==> src/rtl/cal_alarm_pkg.sv <==
package cal_alarm_pkg;

   localparam int NFIELD = 5;
   localparam int F_SEC  = 0;
   localparam int F_MIN  = 1;
   localparam int F_HR   = 2;
   localparam int F_DOW  = 3;
   localparam int F_DATE = 4;

   typedef enum logic [2:0] {
      RATE_SEC,
      RATE_MIN,
      RATE_HOUR,
      RATE_DAY,
      RATE_WEEK,
      RATE_MONTH
   } rate_e;

   function automatic rate_e rate_of(input logic s, input logic m,
                                     input logic h, input logic d,
                                     input logic wk);
      if (s)       return RATE_SEC;
      else if (m)  return RATE_MIN;
      else if (h)  return RATE_HOUR;
      else if (d)  return RATE_DAY;
      else if (wk) return RATE_WEEK;
      else         return RATE_MONTH;
   endfunction

   function automatic logic [NFIELD-1:0] need_of(input rate_e r);
      logic [NFIELD-1:0] n;
      n = '0;
      case (r)
         RATE_SEC:   n = '0;
         RATE_MIN:   n[F_SEC] = 1'b1;
         RATE_HOUR:  begin n[F_SEC] = 1'b1; n[F_MIN] = 1'b1; end
         RATE_DAY:   begin n[F_SEC] = 1'b1; n[F_MIN] = 1'b1; n[F_HR] = 1'b1; end
         RATE_WEEK:  begin n[F_SEC] = 1'b1; n[F_MIN] = 1'b1; n[F_HR] = 1'b1;
                           n[F_DOW] = 1'b1; end
         RATE_MONTH: begin n[F_SEC] = 1'b1; n[F_MIN] = 1'b1; n[F_HR] = 1'b1;
                           n[F_DATE] = 1'b1; end
         default:    n = '0;
      endcase
      return n;
   endfunction

endpackage

==> src/rtl/cal_alarm_rate_dec.sv <==
module cal_alarm_rate_dec
   import cal_alarm_pkg::*;
#(
   parameter bit SOP_FORM = 1'b0
) (
   input  logic              skip_sec,
   input  logic              skip_min,
   input  logic              skip_hr,
   input  logic              skip_day,
   input  logic              week_sel,
   output logic [NFIELD-1:0] need
);

   generate
      if (SOP_FORM) begin : g_sop
         logic thru_min, thru_hr, thru_day;
         assign thru_min     = ~skip_sec;
         assign thru_hr      = thru_min & ~skip_min;
         assign thru_day     = thru_hr & ~skip_hr;
         assign need[F_SEC]  = thru_min;
         assign need[F_MIN]  = thru_hr;
         assign need[F_HR]   = thru_day;
         assign need[F_DOW]  = thru_day & ~skip_day & week_sel;
         assign need[F_DATE] = thru_day & ~skip_day & ~week_sel;
      end else begin : g_enum
         rate_e rate;
         always_comb begin
            rate = rate_of(skip_sec, skip_min, skip_hr, skip_day, week_sel);
            need = need_of(rate);
         end
      end
   endgenerate

endmodule

==> src/rtl/cal_alarm_field_cmp.sv <==
module cal_alarm_field_cmp #(
   parameter int FIELD_W = 8,
   parameter int NF      = 5,
   localparam int FLAT_W = NF * FIELD_W
) (
   input  logic [FLAT_W-1:0] now_v,
   input  logic [FLAT_W-1:0] ref_v,
   input  logic [NF-1:0]     need,
   output logic              hit
);

   logic [NF-1:0] ok;

   generate
      for (genvar i = 0; i < NF; i++) begin : g_fld
         assign ok[i] = ~need[i] |
                        (now_v[i*FIELD_W +: FIELD_W] == ref_v[i*FIELD_W +: FIELD_W]);
      end
   endgenerate

   assign hit = &ok;

endmodule

==> src/rtl/cal_alarm_flag.sv <==
module cal_alarm_flag (
   input  logic clk,
   input  logic rst_n,
   input  logic tick,
   input  logic en,
   input  logic hit,
   input  logic clr,
   output logic flag
);

   logic fire;
   assign fire = tick & en & hit;

   always_ff @(posedge clk) begin
      if (!rst_n)     flag <= 1'b0;
      else if (clr)   flag <= 1'b0;
      else if (fire)  flag <= 1'b1;
   end

endmodule

==> src/rtl/cal_alarm_match.sv <==
module cal_alarm_match
   import cal_alarm_pkg::*;
#(
   parameter int FIELD_W = 8,
   parameter bit DEC_SOP = 1'b0
) (
   input  logic               clk,
   input  logic               rst_n,
   input  logic               sec_tick,
   input  logic               alarm_en,
   input  logic               flag_clr,
   input  logic [FIELD_W-1:0] now_sec,
   input  logic [FIELD_W-1:0] now_min,
   input  logic [FIELD_W-1:0] now_hr,
   input  logic [FIELD_W-1:0] now_dow,
   input  logic [FIELD_W-1:0] now_date,
   input  logic [FIELD_W-1:0] set_sec,
   input  logic [FIELD_W-1:0] set_min,
   input  logic [FIELD_W-1:0] set_hr,
   input  logic [FIELD_W-1:0] set_daydate,
   input  logic               skip_sec,
   input  logic               skip_min,
   input  logic               skip_hr,
   input  logic               skip_day,
   input  logic               week_sel,
   output logic               alarm_flag
);

   localparam int FLAT_W = NFIELD * FIELD_W;

   generate
      if (FIELD_W < 7 || FIELD_W > 8) begin : g_bad_width
         $error("cal_alarm_match: FIELD_W must be 7 or 8");
      end
   endgenerate

   logic [FLAT_W-1:0] now_flat, ref_flat;
   logic [NFIELD-1:0] need;
   logic              hit;

   assign now_flat[F_SEC*FIELD_W  +: FIELD_W] = now_sec;
   assign now_flat[F_MIN*FIELD_W  +: FIELD_W] = now_min;
   assign now_flat[F_HR*FIELD_W   +: FIELD_W] = now_hr;
   assign now_flat[F_DOW*FIELD_W  +: FIELD_W] = now_dow;
   assign now_flat[F_DATE*FIELD_W +: FIELD_W] = now_date;

   assign ref_flat[F_SEC*FIELD_W  +: FIELD_W] = set_sec;
   assign ref_flat[F_MIN*FIELD_W  +: FIELD_W] = set_min;
   assign ref_flat[F_HR*FIELD_W   +: FIELD_W] = set_hr;
   assign ref_flat[F_DOW*FIELD_W  +: FIELD_W] = set_daydate;
   assign ref_flat[F_DATE*FIELD_W +: FIELD_W] = set_daydate;

   cal_alarm_rate_dec #(.SOP_FORM(DEC_SOP)) u_dec (
      .skip_sec (skip_sec),
      .skip_min (skip_min),
      .skip_hr  (skip_hr),
      .skip_day (skip_day),
      .week_sel (week_sel),
      .need     (need)
   );

   cal_alarm_field_cmp #(.FIELD_W(FIELD_W), .NF(NFIELD)) u_cmp (
      .now_v (now_flat),
      .ref_v (ref_flat),
      .need  (need),
      .hit   (hit)
   );

   cal_alarm_flag u_flag (
      .clk   (clk),
      .rst_n (rst_n),
      .tick  (sec_tick),
      .en    (alarm_en),
      .hit   (hit),
      .clr   (flag_clr),
      .flag  (alarm_flag)
   );

endmodule

==> config.mk <==
export PLATFORM = sky130hd
export DESIGN_NAME = cal_alarm_match
export DESIGN_NICKNAME = d
export VERILOG_FILES = /design/src/rtl/cal_alarm_pkg.sv /design/src/rtl/cal_alarm_rate_dec.sv /design/src/rtl/cal_alarm_field_cmp.sv /design/src/rtl/cal_alarm_flag.sv /design/src/rtl/cal_alarm_match.sv
export SDC_FILE = /design/constraint.sdc
export NUM_CORES = 1
export LEC_CHECK = 0
export BUFFER_PORTS_ARGS = -buffer_cell sky130_fd_sc_hd__buf_2
export CORE_MARGIN = 4
export CORE_UTILIZATION = 30
export CTS_CLUSTER_DIAMETER = 30
export DETAILED_ROUTE_END_ITERATION = 12
export GPL_TIMING_DRIVEN = 0
export PLACE_DENSITY = 0.85
export SLEW_MARGIN = 20
export SYNTH_ARGS = -nofsm -noshare
export SYNTH_HDL_FRONTEND = slang
export SYNTH_SLANG_ARGS = --single-unit
==> constraint.sdc <==
create_clock -name clk -period 1.9 [get_ports clk]
set_input_delay 0.285 -clock clk [delete_from_list [all_inputs] [get_ports clk]]
set_output_delay 0.285 -clock clk [all_outputs]
set_load 0.005 [all_outputs]
## After elaboration in Yosys (flattened, before gate mapping)

Index checks and enable logic that the tools add are counted.

| operators by class | value |
|---|---|
| bitwise gates (word level) | 13 |
| reductions and logical operators | 5 |
| multiplexer cells | 10 |
| equal/unequal tests | 10 |

Operators with widths:

| cell | number |
|---|---|
| 8-bit == test | 5 |
| 3-bit two-way mux | 4 |
| 3-bit by 2-bit == test with 1-bit output (second input constant) | 2 |
| 3-bit == test (second input constant) | 2 |
| 1-bit two-way mux | 6 |
| 1-bit inverter | 6 |
| 1-bit OR | 5 |
| 5-bit AND reduction | 1 |
| 5-bit OR reduction | 1 |
| 4-bit OR reduction | 1 |
| 3-bit by 1-bit == test with 1-bit output (second input constant) | 1 |
| 3-bit OR reduction | 1 |
| 1-bit bitwise AND | 2 |
| 2-bit OR reduction | 1 |

| storage, ports and cells | value |
|---|---|
| flip-flop bits (word level) | 1 |

## Longest topological paths before layout

Gate-level depths: netlist of run 1.

| logic depth | value |
|---|---|
| word-level depth | 12 |
| depth in mapped cells | 5 |
| mapped depth without buffers | 5 |

## Modules after synthesis

Synthesis of run 1 repeated with hierarchy kept, for this count alone.

| unflattened totals | value |
|---|---|
| cell total of the unflattened synthesis | 66 |
| area total of the unflattened synthesis | 538.0 um^2 |

Modules (own cells, without submodules):

| module | sequential area each (um^2) | area an instance (um^2) | instances | cells each |
|---|---|---|---|---|
| cal_alarm_field_cmp | 0.0 | 460.4 | 1 | 57 |
| cal_alarm_flag | 20.0 | 38.8 | 1 | 3 |
| cal_alarm_rate_dec | 0.0 | 38.8 | 1 | 6 |

## Worst setup path after synthesis of run 1

Ideal clock, no wire load.

| timing path | value |
|---|---|
| path kind | input to register |
| start | input port set_sec[7] |
| end | register u_flag.flag |
| stages on the path | 5 |
| setup time | 88 ps |
| setup slack | 626 ps |
| data arrival time | 1186 ps |
| data required time | 1812 ps |
| cells stage by stage | xor2_1 > nor4_1 > a41o_1 > a41oi_2 > a311oi_2 |

| on the way | value |
|---|---|
| word-level cells in the longest chain between the ends | 4 |

Ends and longest elaborated chain:

| item | RTL line | text |
|---|---|---|
| start: declaration | cal_alarm_match.sv:17 | `input logic [FIELD_W-1:0] set_sec,` |
| 8-bit == test | cal_alarm_field_cmp.sv:17 | `(now_v[i*FIELD_W +: FIELD_W] == ref_v[i*FIELD_W +: FIELD_W]);` |
| 1-bit OR | cal_alarm_field_cmp.sv:16 | `assign ok[i] = ~need[i] \|` |
| 5-bit AND reduction | cal_alarm_field_cmp.sv:21 | `assign hit = &ok;` |
| 1-bit bitwise AND | cal_alarm_flag.sv:12 | `assign fire = tick & en & hit;` |
| end signal: assignment | cal_alarm_flag.sv:15 | `if (!rst_n) flag <= 1'b0;` |
| end signal: assignment | cal_alarm_flag.sv:16 | `else if (clr) flag <= 1'b0;` |
| end signal: assignment | cal_alarm_flag.sv:17 | `else if (fire) flag <= 1'b1;` |
| end: declaration | cal_alarm_flag.sv:8 | `output logic flag` |

No other way between the ends.
A chain may end at the register's enable or synchronous reset.

## Worst setup path in the final report of run 1

Same ends and word-level chain as after synthesis.

==> flow_summary.json, run 1 <==
{
  "status": "finished, final reports clean",
  "path_class": "primary input to flop",
  "vias_per_cell": 4.66,
  "hold_path_class": "primary input to flop",
  "worstMarginPinSlew_ns": 0.282,
  "stdcell_count": 161,
  "cp-start-kind": "primary input",
  "top_regs": "u_flag.flag x1",
  "io_pins": 83,
  "synth_top_cell_area_share": 0.440,
  "ant_nets": 0,
  "diodes": 0,
  "largest_reg_flops": 1,
  "grt_pass1_vias": 748,
  "rows": 14,
  "max_stage_delay_ns": 0.26,
  "relSlewSlack": 0.811,
  "wl_met3_um": 258,
  "fin_setup_tns_ns": 0,
  "timing.fmax_mhz": 699,
  "slowest_stage": "nor4_1",
  "syn_avg_cell_area_um2": 8.22,
  "synth.distinct_cells": 14,
  "setup-violations-final": 0,
  "synth_edf_count": 0,
  "largest-register": "u_flag.flag",
  "synth-warning-count": 0,
  "synth_area_um2": 518,
  "drt_first_iter_violations": 1,
  "top_layer": "met3",
  "hold_depth": 3,
  "insertion_delay_ns": 0,
  "num_vias": 751,
  "antenna_found_initial": 0,
  "holdBufCountCts": 0,
  "power.leakage_nw": 0.472,
  "grt_util_all_layers": 0.141,
  "synth_area_leaders": "xnor2_1, xor2_1, nand4_1",
  "crit_family": "compound AO/OA/AOI/OAI gates",
  "wl_um": 1890,
  "endpoint_kind": "flop",
  "crit_fanout": 1,
  "drt_first_pass_iters": 2,
  "yosysMostFrequentCell": "xnor2_1",
  "wl_per_cell_um": 11.7,
  "worst-path-stages": 6,
  "hold_violations": 0,
  "dr_wl_met2_um": 1030,
  "syn_inst": 63,
  "ys.flop_type": "dfxtp_1",
  "layout-drive-gt1-share": 0.579,
  "grt_pass1_wl_um": 2920,
  "post-route-period-util": 0.753,
  "dp_cells": 161,
  "worstRegToRegCells": 2,
  "drc": 0,
  "globalRouteOverflowTotal": 0,
  "synth_common_cells": "xnor2_1, xor2_1, nand4_1, nor2_1, nor4_1",
  "hpwl_um": 1820,
  "maxCapViolCount": 0,
  "maxSlewViolCount": 0,
  "portBuffers": 82,
  "fin_nets": 229,
  "initial_core_util": 0.329,
  "ir_drop_mv": 0.106,
  "yosysTopAreaCell": "xnor2_1",
  "gp_congestion": 0.725,
  "cellPowerDensity_nw_per_um2": 221,
  "async_reset_ff_frac": 0,
  "clock_skew_ns": 0,
  "ys_ff_latch": 1,
  "cts_resized": 0,
  "fp.coreArea_um2": 1580,
  "synth-seq-area-share": 0.0386,
  "dpl_cell_area_um2": 948,
  "drt-met1-wl_um": 602,
  "clk_pin_slew_ns": 0,
  "syn_to_final_growth_pct": 83.1,
  "die_area_um2": 2460,
  "grt_start_max_net_pins": 4,
  "cts_setup_buffers": 0,
  "crit_required_ns": 1.81,
  "grt_setup_unrepaired": "no",
  "worst-endpoint-arrival_ns": 1.34,
  "worstPathCellList": "buf_2, xor2_1, nor4_1, a41o_1, a41oi_2, a311oi_2",
  "fin_area_um2": 948,
  "cp_num_buf_inv": 1,
  "die_x_um": 49.6,
  "post-route-min-period_ns": 1.43,
  "synth_fp_nets": 145,
  "die_y_um": 49.6
}
-- cells in the final DEF (no fill, tap or decap), drive strengths merged --
cell and instances:
a311oi 1, a31oi 1, a41o 1, a41oi 1, and2 1, buf 82, dfxtp 1, nand2b 1
nand4 6, nor2 3, nor3 2, nor4 3, o21ai 2, xnor2 26, xor2 14
-- power breakdown --
group / internal [mW] / total (mW) / switching, mW
logic: 0.115 / 0.187 / 0.0716
registers: 0.0218 / 0.0222 / 0.000335
clock network: 0 / 0 / 0
total: 0.137 / 0.209 / 0.0720
-- cells by family (layout without fill, tap and decap cells) --
group | count (synthesis) | after routing | share of synthesized area
xor gates and xnor gates | 40 | 40 | 0.676
and+or+nand+nor | 16 | 16 | 0.174
AOI/OAI and AO/OA | 6 | 6 | 0.111
DFF | 1 | 1 | 0.0386
buffers and inverters | 0 | 82 | 0
-- final cells by class --
class	count	area [um^2]
fill	148	628
multi-input combinational	62	498
timing repair buffer	82	410
tap	16	20.0
sequential	1	20.0
-- final timing paths --
kind	from	slack, ns	end
setup / recovery	set_sec[7]	0.47	u_flag.flag
hold / removal	rst_n	0.57	u_flag.flag
setup reg to reg	u_flag.flag	1.14	u_flag.flag
hold reg to reg	u_flag.flag	0.58	u_flag.flag
-- worst reg2reg max path: stages, from the launching register on --
cell      delay, ns
dfxtp_1        0.34
nor2_1         0.07
a311oi_2       0.25
-- through the flow --
step / utilization / hold WS (ns) / power (mW) / setup WS, ns
2_1_floorplan: - / 0.434 / 0.104 / 0.626
6_report: 0.602 / 0.565 / 0.209 / 0.470
3_5_place_dp: 0.602 / 0.560 / 0.211 / 0.456
4_1_cts: 0.602 / 0.562 / 0.212 / 0.456
3_3_place_gp: 0.602 / 0.553 / 0.205 / 0.452
5_1_grt: 0.602 / 0.589 / 0.228 / 0.330
-- metal layers --
| layer | GRT usage | up-vias |
|---|---|---|
| li1 | - | 386 |
| met1 | 0.138 | 313 |
| met2 | 0.297 | 52 |
| met3 | 0.0392 | 0 |
| met4 | 0 | 0 |
| met5 | 0 | - |
No activity file was read; power rests on OpenSTA's default activity.
==> inputs of run 2 (changes only) <==
CORE_UTILIZATION = 25   (was 30)
PLACE_DENSITY = 0.75   (was 0.85)
clock period = 1.2 ns   (was 1.9 ns; I/O delays follow)
==> run 2 against run 1 <==
Compared with the run above: the run now ends with setup timing left; total power increased by 61%; core utilization decreased by 10 points; first-iteration DRC count shrank 100%; cell area increased by 2.8%; worst hold slack got worse by 0.094 ns; die area grew 17%; setup slack got worse by 0.57 ns; via count increased by 3.9%; cell count rose by 6.8%; sequential cell count unchanged.
==> flow_summary.json, run 2 (same netlist as run 1, synthesis figures left out) <==
{
  "status": "finished, violations left",
  "violations": "setup timing",
  "grt_setup_unrepaired": "yes",
  "holdBufCountCts": 0,
  "largest_reg_flops": 1,
  "hpwl_um": 1780,
  "maxSlewViolCount": 0,
  "relSlewSlack": 0.797,
  "hold_depth": 3,
  "drt_first_iter_violations": 0,
  "maxCapViolCount": 0,
  "power.leakage_nw": 0.475,
  "clk_pin_slew_ns": 0,
  "largest-register": "u_flag.flag",
  "mostFrequentLayoutCell": "buf_2",
  "dpl_cell_area_um2": 962,
  "fillers": 210,
  "grt_pass1_vias": 750,
  "rows": 16,
  "crit_fanout": 1,
  "top_layer": "met3",
  "worstPathCellList": "buf_6, xor2_1, nor4_1, a41o_1, a41oi_2, a311oi_2",
  "die_y_um": 53.5,
  "timing.fmax_mhz": 770,
  "grt_util_all_layers": 0.117,
  "setup_ws_ns": -0.0991,
  "slowest_stage": "nor4_1",
  "holdPathEnd": "u_flag.flag",
  "path_class": "primary input to flop",
  "diodes": 0,
  "grt_start_max_net_pins": 4,
  "syn_to_final_growth_pct": 88.2,
  "cellPowerDensity_nw_per_um2": 345,
  "drt_first_pass_iters": 1,
  "die_area_um2": 2860,
  "hold_path_class": "primary input to flop",
  "r2r_end": "u_flag.flag",
  "r2r-start": "u_flag.flag",
  "crit_required_ns": 1.11,
  "initial_core_util": 0.264,
  "drt-met1-wl_um": 574,
  "ir_drop_mv": 0.131,
  "gp_congestion": 0.648,
  "fp.coreArea_um2": 1960,
  "worstMarginPinSlew_ns": 0.302,
  "cts_setup_buffers": 0,
  "clock_skew_ns": 0,
  "drc": 0,
  "post-route-min-period_ns": 1.30,
  "grt_pass1_wl_um": 2620,
  "fin_nets": 229,
  "postLayoutCoreUtil": 0.497,
  "vias_per_cell": 4.53,
  "layout_common_cells": "buf_2, xnor2_1, xor2_1, nand4_1, nor2_1",
  "portBuffers": 82,
  "cp-start-kind": "primary input",
  "wl_um": 1840,
  "dr_wl_met2_um": 1030,
  "wl_met3_um": 232,
  "layout-drive-gt1-share": 0.586,
  "max_stage_delay_ns": 0.28,
  "antenna_found_initial": 0,
  "setup-violations-final": 1,
  "pre_cts_ws_ns": -0.155,
  "worst-endpoint-arrival_ns": 1.21,
  "num_vias": 780,
  "worstRegToRegCells": 2,
  "die_x_um": 53.5,
  "globalRouteOverflowTotal": 0,
  "hold_violations": 0,
  "ant_nets": 0,
  "wl_per_cell_um": 10.7,
  "worst-r2r-setup-slack_ns": 0.44,
  "fin_area_um2": 975,
  "insertion_delay_ns": 0,
  "top_regs": "u_flag.flag x1",
  "endpoint_kind": "flop",
  "post-route-period-util": 1.08,
  "io_pins": 83,
  "hp-start": "rst_n"
}
run 2: cell types whose count changed in the layout (fill, tap and decap cells not counted):
| cell | before | now |
|---|---|---|
| buf_2 | 82 | 81 |
| buf_6 | 0 | 1 |
| nor4_1 | 3 | 2 |
| nor4_2 | 0 | 1 |
run 2: where the power goes:
| group | internal (mW) | switching (mW) |
|---|---|---|
| clock network | 0 | 0 |
| logic | 0.185 | 0.116 |
| registers | 0.0346 | 0.000582 |
| total | 0.220 | 0.117 |
run 2: what timing repair did:
action	in CTS	in global routing
hold endpoints to repair	0	0
setup endpoints to repair	1	1
gates cloned	0	0
pin swaps	3	3
gates resized for setup	1	1
run 2: worst max-delay path: cells and delay by family:
kind,cells,cell delay (ns)
buffers and inverters,1,0.09
xor gates and xnor gates,1,0.15
AOI/OAI and AO/OA,3,0.51
and+or+nand+nor,1,0.28
run 2: worst max-delay path by stage:
stage                        endpoint  depth (start not counted)       start  slack, ns
after floorplan           u_flag.flag                          5  set_sec[7]       0.03
after global placement    u_flag.flag                          6  set_sec[7]      -0.17
after detailed placement  u_flag.flag                          6  set_sec[7]      -0.15
after CTS                 u_flag.flag                          6  set_sec[0]      -0.11
after global routing      u_flag.flag                          6  set_sec[0]      -0.12
final                     u_flag.flag                          6  set_sec[0]       -0.1
run 2: final cells by class:
| class | instances | area [um^2] | area share |
|---|---|---|---|
| Tap cell | 27 | 33.8 | 0.0347 |
| Multi-Input combinational cell | 62 | 504 | 0.517 |
| Timing Repair Buffer | 82 | 417 | 0.427 |
| Sequential cell | 1 | 20.0 | 0.0205 |
run 2: stage by stage:
| step | TNS, ns | instances | power [mW] | hold slack, ns |
|---|---|---|---|---|
| 6_report | -0.0991 | 172 | 0.337 | 0.472 |
| 3_3_place_gp | -0.172 | 172 | 0.325 | 0.449 |
| 3_5_place_dp | -0.155 | 172 | 0.335 | 0.456 |
| 5_1_grt | -0.122 | 172 | 0.370 | 0.493 |
| 4_1_cts | -0.109 | 172 | 0.338 | 0.471 |
| 2_1_floorplan | 0 | 63 | 0.164 | 0.329 |
run 2: routing by layer:
metal / vias up / track usage
met5: - / 0
met3: 0 / 0.00845
met1: 347 / 0.0992
li1: 386 / -
met4: 0 / 0
met2: 47 / 0.284
